`src/rtl/chg_iref_pkg.sv`:
```
package chg_iref_pkg;

  // Snapshot of every condition that can withhold charging.
  typedef struct packed {
    logic learn;
    logic ovp;
    logic opwr;
    logic hot;
  } chg_block_t;

  function automatic logic any_block(input chg_block_t b);
    return b.learn | b.ovp | b.opwr | b.hot;
  endfunction

endpackage

```
`src/rtl/chg_gate.sv`:
```
module chg_gate
  import chg_iref_pkg::*;
(
  input  logic clk,
  input  logic rst_n,
  input  logic chg_en,
  input  logic learn,
  input  logic ac_ovp,
  input  logic opwr_latch,
  input  logic tj_hot,
  input  logic tj_cool,
  output logic permit
);

  logic       therm_q;
  logic       therm_d;
  chg_block_t blk;

  // Hysteresis: set by the hot flag, cleared only by the cool flag.
  always_comb begin
    therm_d = therm_q;
    if (tj_hot)       therm_d = 1'b1;
    else if (tj_cool) therm_d = 1'b0;
  end

  always_ff @(posedge clk or negedge rst_n) begin
    if (!rst_n) therm_q <= 1'b0;
    else        therm_q <= therm_d;
  end

  always_comb begin
    blk.learn = learn;
    blk.ovp   = ac_ovp;
    blk.opwr  = opwr_latch;
    blk.hot   = therm_d;
    permit    = chg_en & ~any_block(blk);
  end

endmodule

```
`src/rtl/chg_ramp.sv`:
```
module chg_ramp #(
  parameter int STEP_LG  = 3,
  parameter int STEP_CYC = 100000
) (
  input  logic             clk,
  input  logic             rst_n,
  input  logic             permit,
  output logic [STEP_LG:0] stage_nx
);

  localparam int NSTEPS = 1 << STEP_LG;
  localparam int TMR_W  = (STEP_CYC > 1) ? $clog2(STEP_CYC) : 1;

  logic [STEP_LG:0] stage_q;
  logic             at_top;
  logic             step_done;

  assign at_top = (stage_q == (STEP_LG+1)'(NSTEPS));

  generate
    if (STEP_CYC > 1) begin : g_tmr
      logic [TMR_W-1:0] tmr_q;
      logic [TMR_W-1:0] tmr_d;
      logic             tmr_en;

      assign step_done = (tmr_q == TMR_W'(STEP_CYC - 1));
      assign tmr_en    = permit & (stage_q != '0) & ~at_top;

      always_comb begin
        tmr_d = '0;
        if (tmr_en && !step_done) tmr_d = tmr_q + 1'b1;
      end

      always_ff @(posedge clk or negedge rst_n) begin
        if (!rst_n) tmr_q <= '0;
        else        tmr_q <= tmr_d;
      end
    end else begin : g_notmr
      assign step_done = 1'b1;
    end
  endgenerate

  always_comb begin
    stage_nx = stage_q;
    if (!permit)                   stage_nx = '0;
    else if (stage_q == '0)        stage_nx = (STEP_LG+1)'(1);
    else if (!at_top && step_done) stage_nx = stage_q + 1'b1;
  end

  always_ff @(posedge clk or negedge rst_n) begin
    if (!rst_n) stage_q <= '0;
    else        stage_q <= stage_nx;
  end

endmodule

```
`src/rtl/chg_scale.sv`:
```
module chg_scale #(
  parameter int CODE_W  = 10,
  parameter int STEP_LG = 3,
  parameter int PRE_SH  = 3
) (
  input  logic [CODE_W-1:0] full_code,
  input  logic              bat_short,
  input  logic [STEP_LG:0]  stage,
  output logic [CODE_W-1:0] level
);

  localparam int PW = CODE_W + STEP_LG + 1;

  logic [CODE_W-1:0] target;
  logic [PW-1:0]     prod;

  always_comb begin
    target = bat_short ? (full_code >> PRE_SH) : full_code;
    prod   = PW'(target) * PW'(stage);
    level  = CODE_W'(prod >> STEP_LG);
  end

endmodule

```
`src/rtl/chg_iref_seq.sv`:
```
module chg_iref_seq #(
  parameter int CODE_W   = 10,
  parameter int STEP_LG  = 3,
  parameter int STEP_CYC = 100000,
  parameter int PRE_SH   = 3
) (
  input  logic              clk,
  input  logic              rst_n,
  input  logic              chg_en,
  input  logic [CODE_W-1:0] full_code,
  input  logic              bat_short,
  input  logic              learn,
  input  logic              ac_ovp,
  input  logic              opwr_latch,
  input  logic              tj_hot,
  input  logic              tj_cool,
  output logic [CODE_W-1:0] iset_code,
  output logic              chg_active
);

  logic              permit;
  logic [STEP_LG:0]  stage_nx;
  logic [CODE_W-1:0] level;
  logic [CODE_W-1:0] iset_d;
  logic [CODE_W-1:0] iset_q;
  logic              act_q;

  chg_gate u_gate (
    .clk        (clk),
    .rst_n      (rst_n),
    .chg_en     (chg_en),
    .learn      (learn),
    .ac_ovp     (ac_ovp),
    .opwr_latch (opwr_latch),
    .tj_hot     (tj_hot),
    .tj_cool    (tj_cool),
    .permit     (permit)
  );

  chg_ramp #(.STEP_LG(STEP_LG), .STEP_CYC(STEP_CYC)) u_ramp (
    .clk      (clk),
    .rst_n    (rst_n),
    .permit   (permit),
    .stage_nx (stage_nx)
  );

  chg_scale #(.CODE_W(CODE_W), .STEP_LG(STEP_LG), .PRE_SH(PRE_SH)) u_scale (
    .full_code (full_code),
    .bat_short (bat_short),
    .stage     (stage_nx),
    .level     (level)
  );

  assign iset_d = permit ? level : '0;

  always_ff @(posedge clk or negedge rst_n) begin
    if (!rst_n) begin
      iset_q <= '0;
      act_q  <= 1'b0;
    end else begin
      iset_q <= iset_d;
      act_q  <= permit;
    end
  end

  assign iset_code  = iset_q;
  assign chg_active = act_q;

endmodule

```
`config.mk`:
```
export PLATFORM = sky130hd
export DESIGN_NAME = chg_iref_seq
export DESIGN_NICKNAME = d
export VERILOG_FILES = /design/src/rtl/chg_iref_pkg.sv /design/src/rtl/chg_gate.sv /design/src/rtl/chg_ramp.sv /design/src/rtl/chg_scale.sv /design/src/rtl/chg_iref_seq.sv
export SDC_FILE = /design/constraint.sdc
export NUM_CORES = 1
export LEC_CHECK = 0
export BUFFER_PORTS_ARGS = -buffer_cell sky130_fd_sc_hd__buf_2
export CELL_PAD_IN_SITES_DETAIL_PLACEMENT = 1
export CELL_PAD_IN_SITES_GLOBAL_PLACEMENT = 2
export CORE_MARGIN = 2
export CORE_UTILIZATION = 36
export DETAILED_ROUTE_END_ITERATION = 8
export GPL_TIMING_DRIVEN = 0
export PLACE_DENSITY_LB_ADDON = 0.1
export SYNTH_ARGS = -nofsm -noshare
export SYNTH_HDL_FRONTEND = slang
export SYNTH_SLANG_ARGS = --single-unit
```
`constraint.sdc`:
```
create_clock -name clk -period 6.2 [get_ports clk]
set_input_delay 0.62 -clock clk [delete_from_list [all_inputs] [get_ports clk]]
set_output_delay 0.62 -clock clk [all_outputs]
set_load 0.005 [all_outputs]
```
## After elaboration in Yosys (flattened, before gate mapping)

Cells that the tools add are included.

- Register bits: 33
- Word-level logic and storage cells: 32
- Output and inout port bits: 11
- Bits of input ports: 19

- $add $sub $neg: 2
- Equal/unequal tests: 2
- Bitwise gates (word level): 8
- Mux-type cells: 8
- Reductions and logical operators: 6
- Multipliers: 1

Operators with widths:

| cell | count |
|---|---|
| $mux 10 | 2 |
| $add 17x1->17 const B | 1 |
| $eq 17x17->1 const B | 1 |
| $mux 17 | 1 |
| $mul 10x4->13 | 1 |
| $mux 4 | 3 |
| $add 4x1->4 const B | 1 |
| $eq 4x4->1 const B | 1 |
| $logic_not 4->1 | 1 |
| $reduce_bool 4->1 | 1 |
| $and 1x1->1 | 3 |
| $or 1x1->1 | 3 |
| $logic_and 1x1->1 | 2 |
| $logic_not 1->1 | 2 |
| $mux 1 | 2 |
| $not 1->1 | 2 |

## Longest topological paths before layout

- Depth in word-level cells: 9
- Gate-level depth with buffers: 23
- Depth with buffers taken out: 22

## Hierarchy

A second synthesis with hierarchy kept.

- Cell total of the unflattened synthesis: 306
- Area, all modules: 2798.9 um2

Modules (own cells, without submodules):

| module | cells an instance | area each (um2) | seq. area each (um2) | instances |
|---|---|---|---|---|
| chg_scale | 161 | 1271.2 | 0.0 | 1 |
| chg_ramp | 119 | 1131.1 | 525.5 | 1 |
| chg_iref_seq | 21 | 337.8 | 275.3 | 1 |
| chg_gate | 5 | 58.8 | 25.0 | 1 |

## Worst setup path after synthesis

Ideal clock, no wire load.

- Path type: input -> register
- Start: input port ac_ovp
- End: register iset_q[8] (netlist: iset_code[8])
- Path buffers: 1
- Stages: 16
- Arrival time: 4920 ps
- Data required time: 6121 ps
- Library setup time: 79 ps
- Slack: 1201 ps
- Cells stage by stage: or4b_1 -> or3_1 -> buf_2 -> inv_2 -> o21ai_0 -> or3_1 -> fa_1 -> fa_1 -> inv_1 -> ha_1 -> nand2_1 -> or3_1 -> a2111oi_4 -> o211ai_2 -> o21ai_2 -> mux2i_1

- Word-level cells in the longest chain between the ends: 8

RTL lines:

| item | line | text |
|---|---|---|
| start, declared | chg_iref_seq.sv:13 | `input logic ac_ovp,` |
| $or 1x1->1 (*) (3 in a row) | chg_iref_pkg.sv:12 | `return b.learn \| b.ovp \| b.opwr \| b.hot;` |
| $not 1->1 (*) | chg_gate.sv:36 | `permit = chg_en & ~any_block(blk);` |
| $and 1x1->1 (*) | chg_gate.sv:36 |  |
| net permit | chg_iref_seq.sv:21 | `logic permit;` |
| $mux 4 | chg_ramp.sv:45 | `if (!permit) stage_nx = '0;` |
| $mul 10x4->13 | chg_scale.sv:19 | `prod = PW'(target) * PW'(stage);` |
| $mux 10 (*) | chg_iref_seq.sv:54 | `assign iset_d = permit ? level : '0;` |
| net iset_d[8] | chg_iref_seq.sv:24 | `logic [CODE_W-1:0] iset_d;` |
| end signal, assigned | chg_iref_seq.sv:61 | `iset_q <= iset_d;` |
| end, declared | chg_iref_seq.sv:25 | `logic [CODE_W-1:0] iset_q;` |

Mark *: on every way through the listed nets, which the timed path passes. The rest lies on a longest branch.

## Worst setup path in the final report

- Start: register u_ramp.g_tmr.tmr_q[0]
- End: register iset_q[8] (netlist: iset_code[8])

- Word-level cells in the longest chain between the ends: 7

RTL lines:

| item | line | text |
|---|---|---|
| start, declared | chg_ramp.sv:22 | `logic [TMR_W-1:0] tmr_q;` |
| start signal, assigned | chg_ramp.sv:36 | `else tmr_q <= tmr_d;` |
| $eq 17x17->1 | chg_ramp.sv:26 | `assign step_done = (tmr_q == TMR_W'(STEP_CYC - 1));` |
| $logic_and 1x1->1 | chg_ramp.sv:47 | `else if (!at_top && step_done) stage_nx = stage_q + 1'b1;` |
| $mux 4 | chg_ramp.sv:47 |  |
| $mux 4 | chg_ramp.sv:46 | `else if (stage_q == '0) stage_nx = (STEP_LG+1)'(1);` |
| $mux 4 | chg_ramp.sv:45 |  |
| $mul 10x4->13 | chg_scale.sv:19 |  |
| $mux 10 | chg_iref_seq.sv:54 |  |
| net iset_d[8] | chg_iref_seq.sv:24 |  |

The timed path passes the listed nets, and every way through them passes these cells.

==> results.cfg <==
[run_status]
status = finished clean

[sta]
tns_ns = 0
worst_clock_skew_ns = 0.00671
rsz0062_at_grt = false
fin_hold_ws_ns = 0.399
hold_violations = 0
maxSlewHeadroom = 0.224
fin_crit_sh = 0.918
tightestPinTransition_ns = 1.13
setup_violations = 0
fmax_mhz = 176
setup_slack_ns = 0.506
finalMaxSlewViolations = 0
fin_crit_ns = 5.69

[yosys]
yosysUniqueCellTypes = 42
synth_area_per_cell_um2 = 8.82
synthArstFlopShare = 1.00
synth_top_area_frac = 0.307
yosysWarnings = 0
syn_area_um2 = 2690
synth_area_leaders = dfrtp_1 31%, fa_1 12%, nor2_1 8.4%
postSynthCellCount = 305
synth_edf_count = 0
synth_top_area_cell = dfrtp_1
synth-seq-area-share = 0.307
ys_seq_elements = 33
syn-num-nets = 357
synth_ff_type = dfrtp_1

[floorplan]
core_um2 = 7250
fp.dieArea_um2 = 8180
die_w_um = 90.4
start_util = 0.371
die_height_um = 90.4
io_pins = 30
std_cell_rows = 31

[final_layout]
design_area_um2 = 3080
final_common_cell = nor2_1
layout.nets = 393
utilization = 0.425
multi_input_area_um2 = 1690
n_antenna_cell = 0
area.growth.synth_to_final_pct = 14.6
seq_area_um2 = 826
stdcell_count = 441
mostFrequentLayoutCells = 60 x nor2_1, 40 x inv_1, 33 x dfrtp_1, 30 x buf_2, 17 x ha_1
drive_gt1_frac = 0.132
fillers = 895

[worst_setup_path]
critPathBufInv = 3
critPathSlowestCell = fa_1
rrSetupSlack_ns = 0.51
worstReg2RegEnd = iset_code[8]
crit_path_start_kind = register
cp_max_fo = 9
cp_cell_sequence = ha_1 -> and4_1 -> nand4_1 -> nor2_1 -> nand2_1 -> xor2_1 -> nand2b_1 -> clkbuf_1 -> nor2_1 -> fa_1 -> inv_1 -> fa_1 -> inv_1 -> ha_1 -> nand2_1 -> or3_1 -> a2111oi_4 -> o211ai_2 -> o21ai_2 -> mux2i_1
critPathCaptureType = register
r2r_cells = 20
rr_startpoint = u_ramp.g_tmr.tmr_q[0]
crit_family = simple AND/OR/NAND/NOR gates
arrival_ns = 5.87
cp_slowest_stage_delay_ns = 0.54
crit_type = register to register
cp.required_ns = 6.38

[placement]
hpwlAfterDp_um = 5350
gp_congestion = 0.785
portBuffers = 29
dp_slack_ns = 0.424
place_area_um2 = 2960
dp_cells = 433

[power]
seq_power_share = 0.476
max-vdd-ir-drop_v = 0.0000656
comb_power_share = 0.056
p_switching_mw = 0.0982
p_total_mw = 0.454
leakage_nw = 1.44
p_int_mw = 0.356
p_clk_frac = 0.469
power_density_nw_per_um2 = 147
switching_share = 0.216

[detailed_routing]
via_per_inst = 4.88
wire_per_inst_um = 14.6
drt_iter0_markers = 53
drt_pre_antenna_iters = 4
via_count = 2151
drc_errors = 0
antenna_left = 0
drt_wl_total_um = 6450

[clock_tree]
cts_hold_buf = 0
cts_tree = done
cts.path.max_buffers = 2
cts_buffers = 5
clock_tree.root_cell = clkbuf_8
path_clk_slew_ns = 0.07
insertion_delay_ns = 0.28
h-tree-depth = 2
clock_sinks = 33

[global_route]
grt_pass1_wl_um = 11700
antenna_found_initial = 0
grt_remaining_overflow = 0
first_global_vias = 2409
grt_max_degree = 34
track_usage = 0.177

[run]
cap_violations = 0

[hold_path]
hp-class = input pin to asynchronous set/reset pin
[synthesized netlist by cell type (all sizes together), types with 5 or more instances]
library cell,instances
xnor2,8
xor2,15
mux2i,9
dfrtp,33
nand2,15
or3,15
o21ai,8
a21oi,7
clkbuf,5
nor2b,5
nand3,10
ha,17
nor2,60
fa,16
nand2b,5
inv,41
nand4,6
[cells by family after synthesis]
family | count (synthesis) | share of synthesized area
simple gates | 133 | 0.246
flops | 33 | 0.307
xor+xnor | 23 | 0.0749
fa+ha+maj | 33 | 0.198
mux | 9 | 0.0335
compound gates | 27 | 0.0749
buf+inv | 47 | 0.0660
[area by class of cell]
type,count,share of cell area
Tap cell,99,0.0402
Timing Repair Buffer,29,0.0471
Multi-Input combinational cell,225,0.550
Sequential cell,33,0.268
Inverter,41,0.0499
Clock buffer,7,0.0280
Buffer,6,0.00771
Clock inverter,1,0.00974
[sequential cells by signal, indices dropped and copies added, names as in the netlist]
name / flops
u_ramp.stage_q: 4
chg_active: 1
u_gate.therm_q: 1
iset_code: 10
u_ramp.g_tmr.tmr_q: 17
[per-layer routing]
metal | track usage | part of all wire | vias up
met2 | 0.321 | 0.51 | 30
met3 | 0.0217 | 0.022 | 6
li1 | - | - | 1070
met4 | 0.0462 | 0.011 | 0
met5 | 0 | 0 | -
met1 | 0.221 | 0.46 | 1045
[worst max path at each step]
| stage | slack [ns] | endpoint | cells past startpoint | start |
|---|---|---|---|---|
| finish | 0.51 | iset_code[8] | 20 | u_ramp.g_tmr.tmr_q[0] |
| global route | 0.05 | iset_code[9] | 21 | u_ramp.g_tmr.tmr_q[0] |
| CTS | 0.36 | iset_code[9] | 21 | u_ramp.g_tmr.tmr_q[0] |
| detailed placement | 0.42 | iset_code[8] | 17 | ac_ovp |
| global placement | 0.49 | iset_code[9] | 21 | u_ramp.g_tmr.tmr_q[0] |
| floorplan | 1.20 | iset_code[8] | 16 | ac_ovp |
[what timing repair did]
item	4_1_cts	5_1_grt
gates resized for setup	0	1
buffers inserted	0	0
endpoints found under the setup margin	0	1
[power groups by stage]
stage / Sequential, mW / Combinational [mW] / Clock (mW)
finish: 0.216 / 0.0252 / 0.213
global route: 0.216 / 0.0289 / 0.229
CTS: 0.216 / 0.0258 / 0.220
detailed placement: 0.220 / 0.0259 / 0
global placement: 0.220 / 0.0255 / 0
floorplan: 0.220 / 0.0105 / 0
No activity file was read; power rests on OpenSTA's default activity.
